<file path="src/rtl/irq_vec_pkg.sv">
package irq_vec_pkg;
  localparam int          ADDR_W   = 16;
  localparam logic [15:0] VEC_BASE = 16'hFFC0;
endpackage

</file>
<file path="src/rtl/irq_flag_bank.sv">
module irq_flag_bank #(
  parameter int W = 8
) (
  input  logic         clk_i,
  input  logic         rst_ni,
  input  logic [W-1:0] req_i,
  input  logic [W-1:0] clr_i,
  output logic [W-1:0] flag_o
);
  logic [W-1:0] req_q, flag_q, edge_w;

  assign edge_w = req_i & ~req_q;
  assign flag_o = flag_q;

  // set wins over clear
  always_ff @(posedge clk_i or negedge rst_ni) begin
    if (!rst_ni) begin
      req_q  <= '0;
      flag_q <= '0;
    end else begin
      req_q  <= req_i;
      flag_q <= (flag_q & ~clr_i) | edge_w;
    end
  end

  for (genvar i = 0; i < W; i++) begin : g_chk
    assert_edge_sets_R6: assert property (@(posedge clk_i) disable iff (!rst_ni)
      edge_w[i] |=> flag_q[i]);
    assert_clr_drops_R7: assert property (@(posedge clk_i) disable iff (!rst_ni)
      (clr_i[i] && !edge_w[i]) |=> !flag_q[i]);
  end
endmodule

</file>
<file path="src/rtl/irq_gate.sv">
module irq_gate #(
  parameter int NUM_SLOTS = 32,
  parameter int NUM_MASK  = 30
) (
  input  logic [NUM_SLOTS-1:0] flag_i,
  input  logic [NUM_MASK-1:0]  en_i,
  input  logic                 gie_i,
  output logic [NUM_SLOTS-1:0] elig_o
);
  for (genvar i = 0; i < NUM_SLOTS; i++) begin : g_slot
    if (i < NUM_MASK) begin : g_mask
      assign elig_o[i] = flag_i[i] & en_i[i] & gie_i;
    end else begin : g_bypass
      assign elig_o[i] = flag_i[i];
    end
  end
endmodule

</file>
<file path="src/rtl/irq_prio_enc.sv">
module irq_prio_enc #(
  parameter int N     = 32,
  localparam int SEL_W = $clog2(N)
) (
  input  logic [N-1:0]     elig_i,
  output logic             any_o,
  output logic [SEL_W-1:0] sel_o
);
  always_comb begin
    any_o = 1'b0;
    sel_o = '0;
    for (int i = 0; i < N; i++) begin
      if (elig_i[i]) begin
        any_o = 1'b1;
        sel_o = SEL_W'(i);
      end
    end
  end

  always_comb begin
    if (any_o) assert_top_wins_R4: assert ((elig_i >> sel_o) == N'(1));
  end
endmodule

</file>
<file path="src/rtl/irq_vec_ctrl.sv">
module irq_vec_ctrl
  import irq_vec_pkg::*;
#(
  parameter int NUM_SLOTS = 32,
  parameter int NUM_MASK  = 30,
  parameter int GRP_SLOT  = 18,
  parameter int GRP_W     = 8,
  localparam int SEL_W    = $clog2(NUM_SLOTS)
) (
  input  logic                 clk_i,
  input  logic                 rst_ni,
  input  logic [NUM_MASK-1:0]  src_req_i,
  input  logic [GRP_W-1:0]     grp_req_i,
  input  logic                 nmi_i,
  input  logic                 sys_req_i,
  input  logic [NUM_MASK-1:0]  src_en_i,
  input  logic                 gie_i,
  input  logic                 ack_i,
  input  logic [GRP_W-1:0]     grp_clr_i,
  output logic                 irq_o,
  output logic [ADDR_W-1:0]    vec_o,
  output logic [SEL_W-1:0]     prio_o,
  output logic [NUM_SLOTS-1:0] flag_clr_o
);
  logic [NUM_SLOTS-1:0] slot_req, single_flag, slot_flag, elig, auto_clr;
  logic [GRP_W-1:0]     grp_flag;
  logic                 any;
  logic [SEL_W-1:0]     sel;
  logic                 ack_fire;

  always_comb begin
    slot_req           = {sys_req_i, nmi_i, src_req_i};
    slot_req[GRP_SLOT] = 1'b0;
  end

  irq_flag_bank #(.W(NUM_SLOTS)) u_single (
    .clk_i, .rst_ni, .req_i(slot_req), .clr_i(auto_clr), .flag_o(single_flag)
  );

  irq_flag_bank #(.W(GRP_W)) u_group (
    .clk_i, .rst_ni, .req_i(grp_req_i), .clr_i(grp_clr_i), .flag_o(grp_flag)
  );

  always_comb begin
    slot_flag           = single_flag;
    slot_flag[GRP_SLOT] = |grp_flag;
  end

  irq_gate #(.NUM_SLOTS(NUM_SLOTS), .NUM_MASK(NUM_MASK)) u_gate (
    .flag_i(slot_flag), .en_i(src_en_i), .gie_i, .elig_o(elig)
  );

  irq_prio_enc #(.N(NUM_SLOTS)) u_enc (
    .elig_i(elig), .any_o(any), .sel_o(sel)
  );

  assign ack_fire = ack_i & any;
  assign irq_o    = any;

  // shared vector: software clears pin flags
  always_comb begin
    auto_clr = '0;
    if (ack_fire && sel != SEL_W'(GRP_SLOT)) auto_clr[sel] = 1'b1;
  end
  assign flag_clr_o = auto_clr;

  always_ff @(posedge clk_i or negedge rst_ni) begin
    if (!rst_ni) begin
      vec_o  <= '0;
      prio_o <= '0;
    end else if (ack_fire) begin
      vec_o  <= VEC_BASE + ADDR_W'({sel, 1'b0});
      prio_o <= sel;
    end
  end

  assert_vec_map_R1: assert property (@(posedge clk_i) disable iff (!rst_ni)
    (ack_i && irq_o) |=> (vec_o == VEC_BASE + ADDR_W'({$past(sel), 1'b0}) && prio_o == $past(sel)));
  assert_top_class_R2: assert property (@(posedge clk_i) disable iff (!rst_ni)
    slot_flag[NUM_SLOTS-1] |-> (irq_o && sel == SEL_W'(NUM_SLOTS-1)));
  assert_mask_gate_R3: assert property (@(posedge clk_i) disable iff (!rst_ni)
    (irq_o && sel < SEL_W'(NUM_MASK)) |-> (gie_i && src_en_i[sel]));
  assert_grp_kept_R8: assert property (@(posedge clk_i) disable iff (!rst_ni)
    (ack_fire && sel == SEL_W'(GRP_SLOT) && grp_clr_i == '0) |=> (|grp_flag));
  assert_vec_hold_R10: assert property (@(posedge clk_i) disable iff (!rst_ni)
    !(ack_i && irq_o) |=> ($stable(vec_o) && $stable(prio_o)));
endmodule

</file>
<file path="config.mk">
export PLATFORM = sky130hd
export DESIGN_NAME = irq_vec_ctrl
export DESIGN_NICKNAME = d
export VERILOG_FILES = /design/src/rtl/irq_vec_pkg.sv /design/src/rtl/irq_flag_bank.sv /design/src/rtl/irq_gate.sv /design/src/rtl/irq_prio_enc.sv /design/src/rtl/irq_vec_ctrl.sv
export SDC_FILE = /design/constraint.sdc
export NUM_CORES = 1
export LEC_CHECK = 0
export CAP_MARGIN = 20
export CORE_MARGIN = 5
export CORE_UTILIZATION = 34
export CTS_BUF_LIST = sky130_fd_sc_hd__clkbuf_8 sky130_fd_sc_hd__clkbuf_16
export CTS_CLUSTER_SIZE = 28
export DETAILED_ROUTE_END_ITERATION = 16
export PLACE_DENSITY = 0.65
export SLEW_MARGIN = 20
export SYNTH_ARGS = -nofsm -noshare
export SYNTH_HDL_FRONTEND = slang
export SYNTH_HIERARCHICAL = 1
export SYNTH_SLANG_ARGS = --single-unit
export TNS_END_PERCENT = 1
</file>
<file path="constraint.sdc">
create_clock -name clk_i -period 2.9 [get_ports clk_i]
set_input_delay 0.435 -clock clk_i [delete_from_list [all_inputs] [get_ports clk_i]]
set_output_delay 0.435 -clock clk_i [all_outputs]
set_load 0.02 [all_outputs]
</file>
==> impl_metrics.yaml, run 1 <==
floorplan:
  num_rows: 39
  ios: 136
  core_um2: 11320
  die-width_um: 117.0
  die_area_um2: 13700
  die_h_um: 117.0
  start_util_pct: 34.41
timing:
  rsz0062_at_grt: "yes"
  finalCritPeriodShare_pct: 122.1
  holdWs_ps: 154.5
  setup_viol: 54
  hold_viol: 0
  worstMarginPinSlew_ps: 751.6
  slew_violations: 0
  slew_headroom_pct: 49.90
  fin_ws_ps: -641.3
  fin_crit_ps: 3541
  fin_worst_skew_ps: 7.846
  fmax_mhz: 282.4
logic_synthesis:
  syn_inst: 369
  netlist_area_um2: 3895
  ys_warn_count: 6
  avgSynthCellArea_um2: 10.56
route:
  routedWlPerCell_um: 15.62
  viasPerCell: 4.688
  via_count: 3310
  drt_iter0_markers: 85
  routed_wl_um: 11030
  drc_errors: 0
  antenna_left: 0
  first_pass_iters: 4
cts:
  cts_buffer_depth: 2
  root_buffer: "clkbuf_16"
  cts_made_buffers: 9
  clock-sinks: 84
  clk-insertion-delay-late_ps: 340
  clk_pin_slew_ps: 60
  cts_tree: "yes"
  htreeDepth: 3
power_and_ir_drop:
  power_frac_clock_pct: 36.9
  irDropWorstVdd_uv: 379.1
  power_frac_seq_pct: 38.9
  power_leakage_nw: 3.094
  switching_share_pct: 26.90
  p_per_area_nw_per_um2: 539.3
  power_frac_comb_pct: 24.3
  internal-power_w: 0.002460
  switchingPower_w: 0.0009056
  finalPower_w: 0.003366
worst_setup_path:
  startpoint_type: "flop"
  worstSetupPathType: "reg -> out"
  critPathRequiredTime_ps: 2470
  crit_path_end_kind: "primary output"
  crit_path_max_fanout: 5
  worstPathArrival_ps: 3110
placed_design:
  dp_hpwl_um: 8688
  dp_cells: 686
  gp_congestion: 0.8445
  port_buffers: 132
  postPlaceCellArea_um2: 5719
layout:
  final_cells: 706
  layout-drive-gt1-share_pct: 37.12
  design_area_um2: 6241
  syn_to_final_growth_pct: 60.23
  nNetsFinal: 640
  n_antenna_cell: 0
  fillCellCount: 1032
run_status:
  outcome: "complete, but fails checks"
  violations: "setup timing"
grt:
  grt-ovfl-total: 0
  grt_max_degree: 85
  antenna_found_initial: 0
  grt_pass1_vias: 3481
  grt_usage_pct: 16.43
  grt_pass1_wl_um: 17040
hold_path:
  worstHoldPathType: "in -> async"
run:
  drv_cap: 0
## metrics by stage
stage | setup WS, ps | TNS, ps | utilization, %
after floorplan | -28.80 | -209.3 | -
after global placement | -1133 | -44670 | 50.52
after detailed placement | -1234 | -51200 | 50.52
after CTS | -827.3 | -25290 | 53.67
after global routing | -768.4 | -27980 | 55.13
final | -641.3 | -19870 | 55.13
## flip-flops by register name, summed over array words and instances (netlist names)
name	cells
u_group/flag_o	8
prio_o	4
u_group/req_q	8
u_single/req_q	31
u_single/flag_o	31
vec_o	2
## routing by layer
metal  global-route usage (%)  vias to the layer above  part of all wire, %
met5                        0                        -                    0
met4                    6.575                        0                  1.9
met3                    4.884                       20                  7.6
met2                    27.76                      103                   49
met1                    19.66                     1597                   41
li1                         -                     1590                    -
## placed cells by master (no fill, tap or decap), types with 3 or more instances in the layout
cell type	count
dfrtp_1	84
nor2_2	25
clkbuf_16	9
nand2_1	3
nor3_1	5
buf_6	29
and3_2	8
clkdlybuf4s50_1	98
and3_1	21
inv_1	85
mux2_1	4
o22ai_2	39
or3b_4	3
nand3b_1	3
buf_4	60
buf_2	11
nor4_2	4
a21oi_1	5
nor2_1	20
## power by group through the flow
stage | logic (W) | clock network [W] | registers (W)
final | 0.000817 | 0.00124 | 0.00131
after global routing | 0.000882 | 0.00131 | 0.00132
after CTS | 0.000739 | 0.00127 | 0.00131
after detailed placement | 0.000732 | 0 | 0.00133
after global placement | 0.000717 | 0 | 0.00133
after floorplan | 0.000343 | 0 | 0.00133
## layout make-up
class	instances	area, µm²	share of cell area, %
tap	143	178.9	2.867
inverter	84	315.3	5.052
clock inverter	6	87.58	1.403
clock buffer	10	239.0	3.829
multi-input combinational	180	1493	23.92
sequential	84	2102	33.68
timing repair buffer	199	1826	29.25
## critical path, cell delays in order (launching register included)
cell and delay (ps):
dfrtp_1 390, nor4_2 320, buf_4 160, nand2_1 50, and3_4 200, nor4_4 290
buf_4 160, nand3_2 80, or4_4 580, nand4b_1 170, buf_6 180, nor2_2 70
buf_6 140
## path summary, 6_finish.rpt
path                                         from                   to  slack, ps  cells after the start
worst max-delay path            u_group/flag_o[5]       flag_clr_o[13]       -640                     12
worst min-delay path                       rst_ni     u_group/req_q[0]        150                      1
worst max register to register  u_group/flag_o[5]  u_single/flag_o[13]        -60                     13
worst min register to register  u_single/req_q[3]   u_single/flag_o[3]        420                      1
max in group asynchronous                  rst_ni             vec_o[5]       2250                      1
min in group clk_i              u_single/req_q[3]   u_single/flag_o[3]        420                      1
## timing repair
action                                  in CTS  in global routing
setup buffers                                0                  4
hold buffers                                 0                  0
endpoints found under the setup margin      66                 69
pin swaps                                    4                  6
gates resized for setup                     90                131
Note: power is estimated with default switching activity, not from simulation.
==> run 2, diff against run 1 <==
--- a/config.mk
+++ b/config.mk
@@ -6,7 +6,6 @@
 export NUM_CORES = 1
 export LEC_CHECK = 0
 export CAP_MARGIN = 20
-export CORE_MARGIN = 5
 export CORE_UTILIZATION = 34
 export CTS_BUF_LIST = sky130_fd_sc_hd__clkbuf_8 sky130_fd_sc_hd__clkbuf_16
 export CTS_CLUSTER_SIZE = 28
==> run 2 against run 1 <==
The flow still finishes with violations (setup timing). Via count decreased by 3.7%. Die area decreased by 13%. Design area decreased by 0.10%. Combinational power decreased by 2%. Hold slack got worse by 14 ps. Sequential power about the same. Sequential share of layout area about the same. Clock power decreased by 9.7%. Critical path type is now in -> out. Critical endpoint is now flag_clr_o[19]. Largest power group unchanged.
==> impl_metrics.yaml, run 2 (same netlist as run 1, synthesis figures left out) <==
cts:
  clk_pin_slew_ps: 70
  cts_hold_buf: 0
  clock-sinks: 84
  cts_buffer_depth: 2
  clk-insertion-delay-late_ps: 340
  cts_tree: "yes"
  htreeDepth: 3
  cts_made_buffers: 9
  root_buffer: "clkbuf_16"
timing:
  fin_ws_ps: -476.7
  fin_worst_skew_ps: 9.013
  setup_viol: 37
  rsz0062_at_grt: "yes"
  slew_violations: 0
  fmax_mhz: 296.1
  hold_viol: 0
  slew_headroom_pct: 49.98
  finalCritPeriodShare_pct: 116.4
  fin_crit_ps: 3377
  worstMarginPinSlew_ps: 750.3
  setup_tns_ps: -13470
grt:
  grt_usage_pct: 18.06
  grt_pass1_vias: 3364
  grt_pass1_wl_um: 16110
  grt_max_degree: 85
  antenna_found_initial: 0
  grt-ovfl-total: 0
layout:
  design_area_um2: 6235
  final_cell_mix: "clkdlybuf4s50_1, dfrtp_1, inv_1"
  nNetsFinal: 632
  syn_to_final_growth_pct: 60.07
  n_antenna_cell: 0
  layout_commonest_cell: "clkdlybuf4s50_1"
  fillCellCount: 990
  layout-drive-gt1-share_pct: 37.12
floorplan:
  die_area_um2: 11890
  die-width_um: 109.0
  ios: 136
  num_rows: 38
  die_h_um: 109.0
  start_util_pct: 35.46
  core_um2: 10980
route:
  viasPerCell: 4.588
  first_pass_iters: 4
  drc_errors: 0
  drt_iter0_markers: 54
  routed_wl_um: 10270
  routedWlPerCell_um: 14.77
  via_count: 3189
  antenna_left: 0
worst_setup_path:
  path_delay_family: "simple AND/OR/NAND/NOR gates"
  startpoint_type: "primary input"
  ff2ff_path_depth: 11
  crit_path_max_fanout: 8
  slowest_stage: "or4_1"
  worstPathArrival_ps: 2940
  crit_chain: "clkdlybuf4s50_1, and3_1, or4_1, o21bai_1, a21boi_1, o21ai_4, or3b_4, nor2_2, buf_6"
  cpPeakStageDelay_ps: 580
  critPathRequiredTime_ps: 2470
  worstSetupPathType: "in -> out"
  cp.depth: 9
  crit_path_end_kind: "primary output"
  path_buf_inv: 2
placed_design:
  gp_congestion: 0.8578
  port_buffers: 132
  postPlaceCellArea_um2: 5670
  dp_hpwl_um: 8024
run_status:
  outcome: "complete, but fails checks"
  violations: "setup timing"
power_and_ir_drop:
  p_per_area_nw_per_um2: 518.7
  power_leakage_nw: 3.038
  irDropWorstVdd_uv: 302.9
run:
  drv_cap: 0
hold_path:
  worstHoldPathType: "in -> async"
## run 2: worst register-to-register path: stages (launching register included)
cell and delay, ps:
dfrtp_1 410, nor4_4 290, nand2_1 110, and3_4 210
nor4_4 230, buf_4 160, nand3_2 70, or4_4 520
buf_4 160, buf_4 120, nand2_1 180, mux2_2 360
## run 2: path summary, 6_finish.rpt
kind	startpoint	to	slack [ps]
min in group clk_i	u_single/req_q[25]	u_single/flag_o[25]	430
max	src_en_i[12]	flag_clr_o[19]	-480
max in group asynchronous	rst_ni	u_single/req_q[2]	2250
max reg2reg	u_group/flag_o[5]	vec_o[5]	-50
min reg2reg	u_single/req_q[25]	u_single/flag_o[25]	430
min	rst_ni	u_single/req_q[23]	140
## run 2: stage by stage
stage,total power [W],utilization [%],hold slack (ps),worst slack (ps),std cells
after floorplan,0.001669,-,139.4,-28.80,370
after global routing,0.003381,56.77,203.2,-597.0,695
after global placement,0.002034,51.63,414.1,-1115,677
after CTS,0.003218,55.21,325.0,-551.6,694
after detailed placement,0.002055,51.63,417.8,-1208,677
final,0.003234,56.77,140.3,-476.7,695
## run 2: final cells by class
class	instances	area (µm²)	share of cell area, %
Clock buffer	9	225.2	3.612
Clock inverter	7	67.56	1.084
Inverter	84	315.3	5.057
Multi-Input combinational cell	180	1528	24.50
Sequential cell	84	2102	33.71
Tap cell	140	175.2	2.810
Timing Repair Buffer	191	1822	29.22
## run 2: report_power, final
| part | switching (W) | internal, W |
|---|---|---|
| sequential | 0.0000616 | 0.00125 |
| clock | 0.000513 | 0.000603 |
| combinational | 0.000386 | 0.000418 |
| total | 0.000961 | 0.00227 |
## run 2: repair_timing
action | in CTS | in global routing
endpoints found under the setup margin | 53 | 65
buffers inserted | 1 | 1
pin swaps | 12 | 8
gates resized for setup | 204 | 46
## run 2: routing by layer
layer / track usage, % / vias to the layer above / share of wire, %
li1: - / 1570 / -
met1: 21.67 / 1512 / 42
met2: 31.18 / 92 / 50
met3: 5.260 / 15 / 6.7
met4: 5.309 / 0 / 1.3
met5: 0 / - / 0
==> run 3, diff against run 2 <==
==> constraint.sdc (replaced) <==
create_clock -name clk_i -period 2.9 [get_ports clk_i]
set_input_delay 0.435 -clock clk_i [delete_from_list [all_inputs] [get_ports clk_i]]
set_output_delay 0.435 -clock clk_i [all_outputs]
set_load 0.1 [all_outputs]
==> run 3 against run 2 <==
The run still ends with setup timing left. Setup slack got worse by 110 ps. Via count increased by 4.0%. Sequential share of layout area shrank 2.4 points. Non-clock buffer count rose by 11. Hold slack worse by 46 ps. Cell count grew 1.4%. Highest routed layer unchanged. Power increased by 12%.
==> impl_metrics.yaml, run 3 (same netlist as run 1, synthesis figures left out) <==
floorplan:
  start_util_pct: 35.46
  ios: 136
  num_rows: 38
  core_um2: 10980
  die_area_um2: 11890
  die_h_um: 109.0
  die-width_um: 109.0
timing:
  setup_viol: 32
  slew_headroom_pct: 62.79
  finalCritPeriodShare_pct: 120.3
  hold_viol: 0
  fin_crit_ps: 3490
  fin_worst_skew_ps: 5.207
  rsz0062_at_grt: "yes"
  holdWs_ps: 94.29
  fmax_mhz: 286.5
  slew_violations: 0
  worstMarginPinSlew_ps: 558.2
  fin_ws_ps: -589.9
grt:
  grt_max_degree: 44
  grt-ovfl-total: 0
  grt_pass1_vias: 3529
  antenna_found_initial: 0
  grt_pass1_wl_um: 17400
  grt_usage_pct: 19.63
placed_design:
  gp_congestion: 0.8719
  dp_hpwl_um: 8535
  postPlaceCellArea_um2: 6190
  port_buffers: 132
route:
  drt_iter0_markers: 107
  viasPerCell: 4.705
  routedWlPerCell_um: 15.49
  drc_errors: 0
  first_pass_iters: 4
  antenna_left: 0
  via_count: 3317
  routed_wl_um: 10920
worst_setup_path:
  critPathRequiredTime_ps: 2470
  crit_path_end_kind: "primary output"
  worstPathArrival_ps: 3050
  cp-startpoint: "u_group/flag_o[1]"
  startpoint_type: "flop"
  crit_path_max_fanout: 5
  worstSetupPathType: "reg -> out"
  r2r_start: "u_group/flag_o[1]"
power_and_ir_drop:
  finalPower_w: 0.003635
  p_per_area_nw_per_um2: 541.5
  irDropWorstVdd_uv: 867.2
  power_leakage_nw: 3.180
layout:
  nNetsFinal: 643
  regArea_um2: 2102
  n_antenna_cell: 0
  design_area_um2: 6713
  syn_to_final_growth_pct: 72.34
  fin_util_pct: 61.12
  layout-drive-gt1-share_pct: 43.01
  multi_input_area_um2: 1625
  final_cell_mix: "dfrtp_1, inv_1, buf_4"
  fillCellCount: 860
run_status:
  outcome: "complete, but fails checks"
  violations: "setup timing"
cts:
  clk-insertion-delay-late_ps: 330
  cts_tree: "yes"
  htreeDepth: 3
  cts_buffer_depth: 2
  cts_hold_buf: 0
  clk_pin_slew_ps: 60
  root_buffer: "clkbuf_16"
  cts_made_buffers: 9
  clock-sinks: 84
run:
  drv_cap: 0
hold_path:
  worstHoldPathType: "in -> async"
-- run 3: cell count changes in the layout (fill, tap and decap cells not counted), sizes merged --
cell           change
bufbuf             +1
inv                -4
clkinvlp           +1
bufinv             +1
buf               +30
clkdlybuf4s50     -20
clkdlybuf4s15      +1
dlygate4sd2        -1
clkbuf             +1
-- run 3: path summary, 6_finish.rpt --
kind	cells past startpoint	end	slack [ps]
worst max-delay path	12	flag_clr_o[22]	-590
max in group asynchronous	2	u_single/flag_o[31]	2190
worst max register to register	13	u_single/flag_o[6]	10
worst min register to register	1	u_group/flag_o[0]	430
min in group clk_i	1	u_group/flag_o[0]	430
worst min-delay path	1	u_group/req_q[0]	90
-- run 3: layout make-up --
type / instances / area share [%]
Clock buffer: 10 / 3.560
Clock inverter: 5 / 0.7829
Inverter: 84 / 4.697
Multi-Input combinational cell: 180 / 24.21
Sequential cell: 84 / 31.31
Tap cell: 140 / 2.610
Timing Repair Buffer: 202 / 32.82
-- run 3: per-layer routing --
layer,up-vias,GRT usage (%),part of all wire (%)
li1,1600,-,-
met1,1602,24.21,43
met2,100,34.37,51
met3,15,3.885,5.5
met4,0,6.081,1.3
met5,-,0,0
-- run 3: metrics by stage --
stage	setup TNS (ps)	std cells	setup WS [ps]
2_1_floorplan	-29500	370	-681.6
3_3_place_gp	-36630	687	-783.1
3_5_place_dp	-38220	687	-771.2
4_1_cts	-20230	704	-678.0
5_1_grt	-21310	705	-734.7
6_report	-16250	705	-589.9
-- run 3: worst max-delay path: stages, from the launching register on --
cell	delay (ps)
dfrtp_1	390
nor4_2	260
buf_4	150
nand2_2	50
and3_4	170
nor4_4	250
buf_4	170
nand3_2	60
or4_4	530
nand4b_1	280
buf_6	200
nor2_4	50
buf_12	160
-- run 3: report_power, final --
part / internal, W / leakage, nW / switching (W)
Sequential: 0.00125 / 0.885 / 0.0000597
Clock: 0.000681 / 0.144 / 0.000441
Combinational: 0.000477 / 2.15 / 0.000723
-- run 3: what timing repair did --
action,4_1_cts,5_1_grt
setup buffers,1,1
endpoints found under the hold margin,0,0
pin swaps,14,15
gates resized for setup,21,21
setup endpoints to repair,63,68
cloned,1,0
